--- config.mk ---
export PLATFORM = sky130hd
export DESIGN_NAME = chain_addr_seq
export DESIGN_NICKNAME = d
export VERILOG_FILES = /design/src/rtl/chain_seq_pkg.sv /design/src/rtl/chain_rst_sync.sv /design/src/rtl/chain_desc_table.sv /design/src/rtl/chain_seq_ctrl.sv /design/src/rtl/chain_addr_seq.sv
export SDC_FILE = /design/constraint.sdc
export NUM_CORES = 1
export LEC_CHECK = 0
export CAP_MARGIN = 20
export CORE_ASPECT_RATIO = 2
export CORE_MARGIN = 2
export CORE_UTILIZATION = 69
export CTS_CLUSTER_SIZE = 14
export DETAILED_ROUTE_END_ITERATION = 10
export DONT_BUFFER_PORTS = 1
export GPL_TIMING_DRIVEN = 1
export PLACE_DENSITY_LB_ADDON = 0.3
export SYNTH_ARGS = -nofsm -noshare
export SYNTH_HDL_FRONTEND = slang
export SYNTH_SLANG_ARGS = --single-unit
--- constraint.sdc ---
create_clock -name clk -period 33.1 [get_ports clk]
set_input_delay 8.275 -clock clk [delete_from_list [all_inputs] [get_ports clk]]
set_output_delay 8.275 -clock clk [all_outputs]
set_load 0.02 [all_outputs]
--- src/rtl/chain_seq_pkg.sv ---
package chain_seq_pkg;

  typedef enum logic [1:0] {
    ACT_WRAP  = 2'b00,
    ACT_CHAIN = 2'b01,
    ACT_HALT  = 2'b10,
    ACT_RSVD  = 2'b11
  } end_act_e;

  typedef enum logic [1:0] {
    SQ_HALT = 2'b00,
    SQ_RUN  = 2'b01,
    SQ_SKIP = 2'b10
  } seq_state_e;

endpackage

--- src/rtl/chain_rst_sync.sv ---
module chain_rst_sync (
  input  logic clk,
  input  logic rst_n,
  output logic rst_sync_n
);
  logic [1:0] sync_q;

  always_ff @(posedge clk or negedge rst_n) begin
    if (!rst_n) sync_q <= 2'b00;
    else        sync_q <= {sync_q[0], 1'b1};
  end

  assign rst_sync_n = sync_q[1];
endmodule

--- src/rtl/chain_desc_table.sv ---
module chain_desc_table #(
  parameter int N_DESC = 8,
  parameter int ADDR_W = 32,
  parameter int CNT_W  = 16,
  localparam int IDX_W = $clog2(N_DESC)
) (
  input  logic              clk,
  input  logic              rst_n,
  input  logic              wr_en,
  input  logic [IDX_W-1:0]  wr_idx,
  input  logic [ADDR_W-1:0] wr_addr,
  input  logic [CNT_W-1:0]  wr_cnt,
  input  logic [1:0]        wr_act,
  input  logic [IDX_W-1:0]  rd_idx,
  output logic [ADDR_W-1:0] rd_addr,
  output logic [CNT_W-1:0]  rd_cnt,
  output logic [1:0]        rd_act
);
  logic [ADDR_W-1:0] ent_addr [N_DESC];
  logic [CNT_W-1:0]  ent_cnt  [N_DESC];
  logic [1:0]        ent_act  [N_DESC];
  logic [N_DESC-1:0] ent_we;

  for (genvar g = 0; g < N_DESC; g++) begin : g_we
    assign ent_we[g] = wr_en && (wr_idx == IDX_W'(g));
  end

  always_ff @(posedge clk or negedge rst_n) begin
    if (!rst_n) begin
      for (int i = 0; i < N_DESC; i++) begin
        ent_addr[i] <= '0;
        ent_cnt[i]  <= '0;
        ent_act[i]  <= 2'b10;
      end
    end else begin
      for (int i = 0; i < N_DESC; i++) begin
        if (ent_we[i]) begin
          ent_addr[i] <= wr_addr;
          ent_cnt[i]  <= wr_cnt;
          ent_act[i]  <= wr_act;
        end
      end
    end
  end

  assign rd_addr = ent_addr[rd_idx];
  assign rd_cnt  = ent_cnt[rd_idx];
  assign rd_act  = ent_act[rd_idx];

  // a write lands in the addressed entry
  assert_write_lands_R2: assert property (@(posedge clk) disable iff (!rst_n)
    wr_en |=> (ent_addr[$past(wr_idx)] == $past(wr_addr)) &&
              (ent_cnt[$past(wr_idx)]  == $past(wr_cnt)) &&
              (ent_act[$past(wr_idx)]  == $past(wr_act)));
endmodule

--- src/rtl/chain_seq_ctrl.sv ---
module chain_seq_ctrl
  import chain_seq_pkg::*;
#(
  parameter int N_DESC     = 8,
  parameter int ADDR_W     = 32,
  parameter int CNT_W      = 16,
  parameter int WORD_BYTES = 4,
  localparam int IDX_W     = $clog2(N_DESC)
) (
  input  logic              clk,
  input  logic              rst_n,
  input  logic              start,
  input  logic              adv,
  input  logic [ADDR_W-1:0] tbl_addr,
  input  logic [CNT_W-1:0]  tbl_cnt,
  input  logic [1:0]        tbl_act,
  output logic [IDX_W-1:0]  rd_idx,
  output logic [ADDR_W-1:0] cur_addr,
  output logic              addr_valid,
  output logic              suspended,
  output logic              irq
);
  localparam logic [IDX_W-1:0]  LAST_IDX = IDX_W'(N_DESC - 1);
  localparam logic [ADDR_W-1:0] STEP     = ADDR_W'(WORD_BYTES);
  localparam logic [CNT_W-1:0]  ONE      = CNT_W'(1);

  seq_state_e        state_q, state_d;
  logic [IDX_W-1:0]  idx_q, idx_d, skc_q, skc_d, next_idx, tgt;
  logic [ADDR_W-1:0] addr_q, addr_d;
  logic [CNT_W-1:0]  rem_q, rem_d;
  logic [1:0]        act_q, act_d;
  logic              enter, last_word;

  assign next_idx  = (idx_q == LAST_IDX) ? '0 : idx_q + IDX_W'(1);
  assign last_word = (state_q == SQ_RUN) && adv && !start && (rem_q == ONE);

  always_comb begin
    state_d = state_q;
    idx_d   = idx_q;
    addr_d  = addr_q;
    rem_d   = rem_q;
    act_d   = act_q;
    skc_d   = skc_q;
    enter   = 1'b0;
    tgt     = idx_q;
    if (start) begin
      enter = 1'b1;
      tgt   = '0;
      skc_d = '0;
    end else begin
      case (state_q)
        SQ_RUN: begin
          if (adv) begin
            if (rem_q == ONE) begin
              case (act_q)
                ACT_WRAP:  begin enter = 1'b1; tgt = idx_q;    end
                ACT_CHAIN: begin enter = 1'b1; tgt = next_idx; end
                default:   state_d = SQ_HALT;
              endcase
            end else begin
              addr_d = addr_q + STEP;
              rem_d  = rem_q - ONE;
            end
          end
        end
        SQ_SKIP: begin
          if ((act_q == ACT_CHAIN) && (skc_q != LAST_IDX)) begin
            enter = 1'b1;
            tgt   = next_idx;
            skc_d = skc_q + IDX_W'(1);
          end else begin
            state_d = SQ_HALT;
          end
        end
        default: ;
      endcase
    end
    if (enter) begin
      idx_d  = tgt;
      addr_d = tbl_addr;
      rem_d  = tbl_cnt;
      act_d  = tbl_act;
      if (tbl_cnt != '0) begin
        state_d = SQ_RUN;
        skc_d   = '0;
      end else begin
        state_d = SQ_SKIP;
      end
    end
  end

  always_ff @(posedge clk or negedge rst_n) begin
    if (!rst_n) begin
      state_q <= SQ_HALT;
      idx_q   <= '0;
      addr_q  <= '0;
      rem_q   <= '0;
      act_q   <= 2'b00;
      skc_q   <= '0;
    end else begin
      state_q <= state_d;
      idx_q   <= idx_d;
      addr_q  <= addr_d;
      rem_q   <= rem_d;
      act_q   <= act_d;
      skc_q   <= skc_d;
    end
  end

  assign rd_idx     = tgt;
  assign cur_addr   = addr_q;
  assign addr_valid = (state_q == SQ_RUN);
  assign suspended  = (state_q == SQ_HALT);
  assign irq        = last_word;

  assert_start_loads_first_R3: assert property (@(posedge clk) disable iff (!rst_n)
    start |=> (idx_q == '0) && !suspended);

  assert_run_has_words_R4: assert property (@(posedge clk) disable iff (!rst_n)
    (state_q == SQ_RUN) |-> (rem_q != '0));

  assert_addr_step_R4: assert property (@(posedge clk) disable iff (!rst_n)
    (addr_valid && adv && !start && (rem_q != ONE)) |=>
      addr_valid && (cur_addr == $past(cur_addr) + STEP));

  assert_idle_adv_ignored_R4: assert property (@(posedge clk) disable iff (!rst_n)
    (!addr_valid && !start && (state_q == SQ_HALT)) |=> $stable(cur_addr));

  assert_irq_with_word_R5: assert property (@(posedge clk) disable iff (!rst_n)
    irq |-> (addr_valid && adv && !start));

  assert_wrap_same_R6: assert property (@(posedge clk) disable iff (!rst_n)
    (irq && (act_q == ACT_WRAP)) |=> (idx_q == $past(idx_q)));

  assert_chain_next_R7: assert property (@(posedge clk) disable iff (!rst_n)
    (irq && (act_q == ACT_CHAIN)) |=>
      (idx_q == (($past(idx_q) == LAST_IDX) ? '0 : $past(idx_q) + IDX_W'(1))));

  assert_halt_after_last_R8: assert property (@(posedge clk) disable iff (!rst_n)
    (irq && act_q[1]) |=> suspended);

  assert_halt_holds_R8: assert property (@(posedge clk) disable iff (!rst_n)
    (suspended && !start) |=> suspended);

  assert_skip_empty_R9: assert property (@(posedge clk) disable iff (!rst_n)
    (state_q == SQ_SKIP) |-> ((rem_q == '0) && !irq));
endmodule

--- src/rtl/chain_addr_seq.sv ---
module chain_addr_seq #(
  parameter int N_DESC     = 8,
  parameter int ADDR_W     = 32,
  parameter int CNT_W      = 16,
  parameter int WORD_BYTES = 4,
  localparam int IDX_W     = $clog2(N_DESC)
) (
  input  logic              clk,
  input  logic              rst_n,
  input  logic              cfg_we,
  input  logic [IDX_W-1:0]  cfg_idx,
  input  logic [ADDR_W-1:0] cfg_addr,
  input  logic [CNT_W-1:0]  cfg_count,
  input  logic [1:0]        cfg_action,
  input  logic              start,
  input  logic              adv,
  output logic [ADDR_W-1:0] cur_addr,
  output logic              addr_valid,
  output logic              suspended,
  output logic              irq
);
  logic              rst_int_n;
  logic [IDX_W-1:0]  rd_idx;
  logic [ADDR_W-1:0] rd_addr;
  logic [CNT_W-1:0]  rd_cnt;
  logic [1:0]        rd_act;

  chain_rst_sync u_rst (
    .clk        (clk),
    .rst_n      (rst_n),
    .rst_sync_n (rst_int_n)
  );

  chain_desc_table #(
    .N_DESC (N_DESC),
    .ADDR_W (ADDR_W),
    .CNT_W  (CNT_W)
  ) u_table (
    .clk     (clk),
    .rst_n   (rst_int_n),
    .wr_en   (cfg_we),
    .wr_idx  (cfg_idx),
    .wr_addr (cfg_addr),
    .wr_cnt  (cfg_count),
    .wr_act  (cfg_action),
    .rd_idx  (rd_idx),
    .rd_addr (rd_addr),
    .rd_cnt  (rd_cnt),
    .rd_act  (rd_act)
  );

  chain_seq_ctrl #(
    .N_DESC     (N_DESC),
    .ADDR_W     (ADDR_W),
    .CNT_W      (CNT_W),
    .WORD_BYTES (WORD_BYTES)
  ) u_ctrl (
    .clk        (clk),
    .rst_n      (rst_int_n),
    .start      (start),
    .adv        (adv),
    .tbl_addr   (rd_addr),
    .tbl_cnt    (rd_cnt),
    .tbl_act    (rd_act),
    .rd_idx     (rd_idx),
    .cur_addr   (cur_addr),
    .addr_valid (addr_valid),
    .suspended  (suspended),
    .irq        (irq)
  );

  assert_reset_idle_R1: assert property (@(posedge clk) disable iff (!rst_int_n)
    $rose(rst_int_n) |-> (suspended && !addr_valid && !irq));
endmodule

# Word-level counts from Yosys, hierarchy flattened
# Index checks and enable logic that the tools add are counted.
[word_totals]
register_bits = 460
latch_bits = 0
mem_bits_rw = 0
mem_bits_ro = 0
inputBits = 58
out_inout_bits = 35
word_cells = 124
mem_count = 0
[classes]
add_sub_neg = 4
n_mul = 0
div_mod_pow = 0
n_lt_le_gt_ge = 1
eq_ne = 19
shifts = 0
mux = 45
n_bitwise = 1
n_reduce_logical = 23
[op_table]
columns = ["operator", "count"]
rows = [
  ["$mux W32", 7],
  ["$mux W16", 7],
  ["$bmux W32 S3", 1],
  ["$bmux W16 S3", 1],
  ["$mux W3", 11],
  ["$add A32 B3 Y32 const B", 1],
  ["$mux W2", 9],
  ["$eq A16 B1 Y1 const B", 1],
  ["$reduce_bool A16 Y1", 1],
  ["$sub A16 B1 Y16 const B", 1],
  ["$eq A3 B3 Y1 const B", 5],
  ["$logic_and A1 B1 Y1", 12],
  ["$ne A3 B2 Y1 const B", 3],
  ["$add A3 B1 Y3 const B", 2],
  ["$bmux W2 S3", 1],
  ["$eq A3 B2 Y1 const B", 2],
  ["$pmux W3 S2", 1],
  ["$reduce_and A6 Y1", 1],
  ["$mux W1", 5],
  ["$eq A2 B1 Y1 const B", 2],
  ["$ge A4 B4 Y1 const B", 1],
  ["$logic_not A2 Y1", 2],
  ["$ne A2 B1 Y1 const B", 2],
  ["$not A3 Y4", 1],
  ["12 further kinds", 13],
]

# Depth between registers and ports, before layout
[depth]
word_depth = 14
ltp_mapped = 14
depth_no_buf = 11

# Cells and area by module
# Synthesis repeated with hierarchy kept, for this count alone.
[unflattened]
cells_unflattened = 1478
area_unflattened_um2 = 22092.4
[by_module_without_submodules]
columns = ["module", "instances", "cells_per_inst", "area_each_um2", "seq_area_each_um2"]
rows = [
  ["chain_desc_table", 1, 1033, 18272.5, 10019.6],
  ["chain_seq_ctrl", 1, 442, 3766.1, 1451.4],
  ["chain_rst_sync", 1, 3, 53.8, 50.0],
]

# Least setup slack after synthesis
# Ideal clock, no wire load.
[synth_timing]
kind = "input to output"
start = "in start"
end = "out irq"
arrival_ns = 9.156
required_time_ns = 24.825
path_slack_ns = 15.669
path_stages = 4
n_path_buf = 2
path_cell_list = "clkbuf_1 inv_1 clkbuf_1 and3_1"
[synth_via]
elab_chain_len = 3
[synth_lines]
columns = ["element", "line", "rtl"]
rows = [
  ["from (decl)", "chain_addr_seq.sv:15", "input logic start,"],
  ["$logic_not A1 Y1", "chain_seq_ctrl.sv:35", "assign last_word = (state_q == SQ_RUN) && adv && !start && (rem_q == ONE);"],
  ["$logic_and A1 B1 Y1 (2 in series)", "chain_seq_ctrl.sv:35", ""],
  ["to (decl)", "chain_addr_seq.sv:20", "output logic irq"],
]
# No other way between the ends.

# Final worst setup path
# Ends and elaborated chain as after synthesis.

==> metrics <==
register area=roughly 12000 um2; Psw=a little over 400 uW; Setup CP Type=in2out; Setup crit end kind=output pin; Pins Over Slew Limit=0; Max-Slew Margin vs Limit=about 30%; root buffer cell=clkbuf_16; CP bufs+invs=1; crit-path cells=inv_1 -> and3_1; Setup TNS=0 ns; post-synth cell types=72; setup slack after layout=roughly 16 ns; Worst Hold Class=reg2reg; slowest CP cell=and3_1; final hold vios=0; final wirelength=~55000 um; critical path's largest stage delay=about 0.36 ns; clock share of power=around a third; starting density of the core=70.0%; # rows=92; Flop pwr share=between 50% and 60%; Seq cells post-synth=460; placer congestion estimate=about 0.9; # IOs=between 90 and 100; # fillers=approximately 2000; final clock skew=around 0.017 ns; routed len/inst=around 25 um; post-route total power=1500 uW; die width=between 100 and 150 um; CTS clk-pin slew, worst paths=about 0.060 ns; hold buffer count at CTS=0; P&R area growth vs syn=7.61%; post-CTS sizing=0; CP Max Fanout=17; commonest non-fill, non-tap cell in the layout=dfrtp_1; Power Internal=approximately 1100 uW; multi-input logic area=around 10000 um2; syn avg cell area=about 12 um2; vias in the first global route=16000; CTS Buffer Depth=3; H-tree levels=2; vias per cell=around 6.8; Placed Cells=around 2100; Final nets=around 1800; Net Sw Frac=between 20% and 30%; initial antenna violation count=0; post-DP HPWL=roughly 33000 um; Max VDD drop=approximately 0.06 mV; fraction of layout cells with a size suffix above 1=approximately 33%; Power Density=roughly 63 nW/um2; GRT Resource Usage Total=34.0%; Area after DPL=22300 um2; CTS tree=built; dpl ws=around 16 ns; commonest non-fill, non-tap cells in the layout=dfrtp_1, mux2_2, nand2_1, nor2_1, nand3_1; gr ovfl total=0; Max Clk Rate=about 58 MHz; ys flop type=dfrtp_1; RSZ-0062 raised after global routing=false; total CTS buffers=just over 40; Setup Viol. Count Final=0; crit start category=primary input; die footprint=~33000 um2; Detail Route Antenna Nets=0; final period utilization=between 50% and 60%; CP top delay family=simple AND/OR/NAND/NOR gates; instance count of the mapped netlist=between 1500 and 2000; Finished Cell Area=23700 um2; Worst EP required=between 20 and 25 ns; Worst-Skew Late Latency=~0.55 ns; status=finished clean; core area=31400 um2; async set-or-reset flop fraction in the synthesized netlist=100%; Worst Max-Slew Pin Slew=roughly 1.1 ns; Max-Cap Viols=0; post-synth design cell area=22000 um2; Tmin final=approximately 17 ns; CP arrival=roughly 9.0 ns; pin count of the biggest net entering global routing=approximately 120; Syn Nets=about 1800; via count=between 10000 and 15000; die height=about 260 um; n_diodes=0; Setup Buffers After CTS=0; CTS Sinks=460; Gate power share=between 10% and 20%; DRC=0; first-pass GRT wire length=approximately 86000 um; PortBufs=0; leakage power=0.0100 uW; DRT Pass-1 Iters=5; Non-Filler Instances=2167; Post-synth EDFFs=0; Yosys Warn Count=0; DRT iter0 DRCs=1379; Seq/Total Area, Yosys=a little over half
cells by family after synthesis:
group / synth area share, %
mux: 26.7
flops: 52.4
simple gates: 9.96
compound gates: 6.83
buf+inv: 2.34
xor+xnor: 1.20
fa+ha+maj: 0.569
other cells: 0.0171
synthesized netlist by cell type, drive strengths merged (7+ instances only):
cell | number | area share [%]
nand4 | 16 | 0.46
nor3 | 35 | 0.89
a21oi | 38 | 0.92
o21ai | 40 | 0.98
a31oi | 17 | 0.48
o21a | 9 | 0.31
nor4 | 15 | 0.50
buf | 50 | 1.2
a22oi | 23 | 0.79
nor2 | 61 | 1.0
nand2 | 201 | 3.4
nand4b | 7 | 0.28
inv | 10 | 0.17
dfrtp | 452 | 51
clkbuf | 59 | 1.0
mux2i | 17 | 0.77
mux4 | 50 | 5.1
a211oi | 14 | 0.48
and3 | 26 | 0.74
nand3 | 52 | 1.2
o22ai | 11 | 0.31
a311oi | 19 | 0.76
xnor2 | 20 | 0.80
xor2 | 10 | 0.40
dfstp | 8 | 0.96
mux2 | 406 | 21
ha | 10 | 0.57
sequential cells by signal (all words and copies together), names as in the netlist:
signal            count
u_ctrl.state_q        2
u_rst.sync_q          2
u_ctrl.idx_q          3
u_ctrl.rem_q         16
u_ctrl.cur_addr      32
u_table.ent_cnt     128
u_table.ent_act      16
u_ctrl.act_q          2
u_ctrl.skc_q          3
u_table.ent_addr    256
power groups by stage:
stage / registers [uW] / logic, uW / clock network (uW)
after floorplan: 766 / 190 / 0
after global placement: 778 / 224 / 0
after detailed placement: 790 / 237 / 0
after CTS: 781 / 239 / 474
after global routing: 798 / 260 / 496
final: 785 / 240 / 472
final cells by class:
type / count / area share [%]
sequential: 460 / 48.7
multi-input combinational: 1181 / 42.2
tap: 423 / 2.24
timing repair buffer: 27 / 1.22
clock buffer: 59 / 5.18
inverter: 10 / 0.159
clock inverter: 7 / 0.286
per-stage QoR:
stage	hold slack (ns)	util [%]
after floorplan	0.331	-
after global placement	0.338	70.9
after detailed placement	0.339	70.9
after CTS	0.359	75.0
after global routing	0.360	75.3
final	0.356	75.3
path summary, 6_finish.rpt:
check	slack, ns	cells after the start	endpoint	start
max	15.86	2	irq	start
max reg2reg	28.35	11	u_ctrl.state_q[0]$_DFFE_PN0P_	u_ctrl.rem_q[0]$_DFFE_PN0P_
min in group asynchronous	0.49	0	u_table.ent_addr[134]$_DFFE_PN0P_	u_rst.sync_q[1]$_DFF_PN0_
min	0.36	0	u_rst.sync_q[1]$_DFF_PN0_	u_rst.sync_q[0]$_DFF_PN0_
min reg2reg	0.36	0	u_rst.sync_q[1]$_DFF_PN0_	u_rst.sync_q[0]$_DFF_PN0_
max in group asynchronous	25.60	0	u_rst.sync_q[1]$_DFF_PN0_	rst_n
metal layers:
layer / global-route usage [%] / part of all wire [%]
met5: 0 / 0
met4: 16.5 / 4.2
met3: 7.36 / 7.4
met2: 58.5 / 53
met1: 39.8 / 35
No activity file was read; power rests on OpenSTA's default activity.
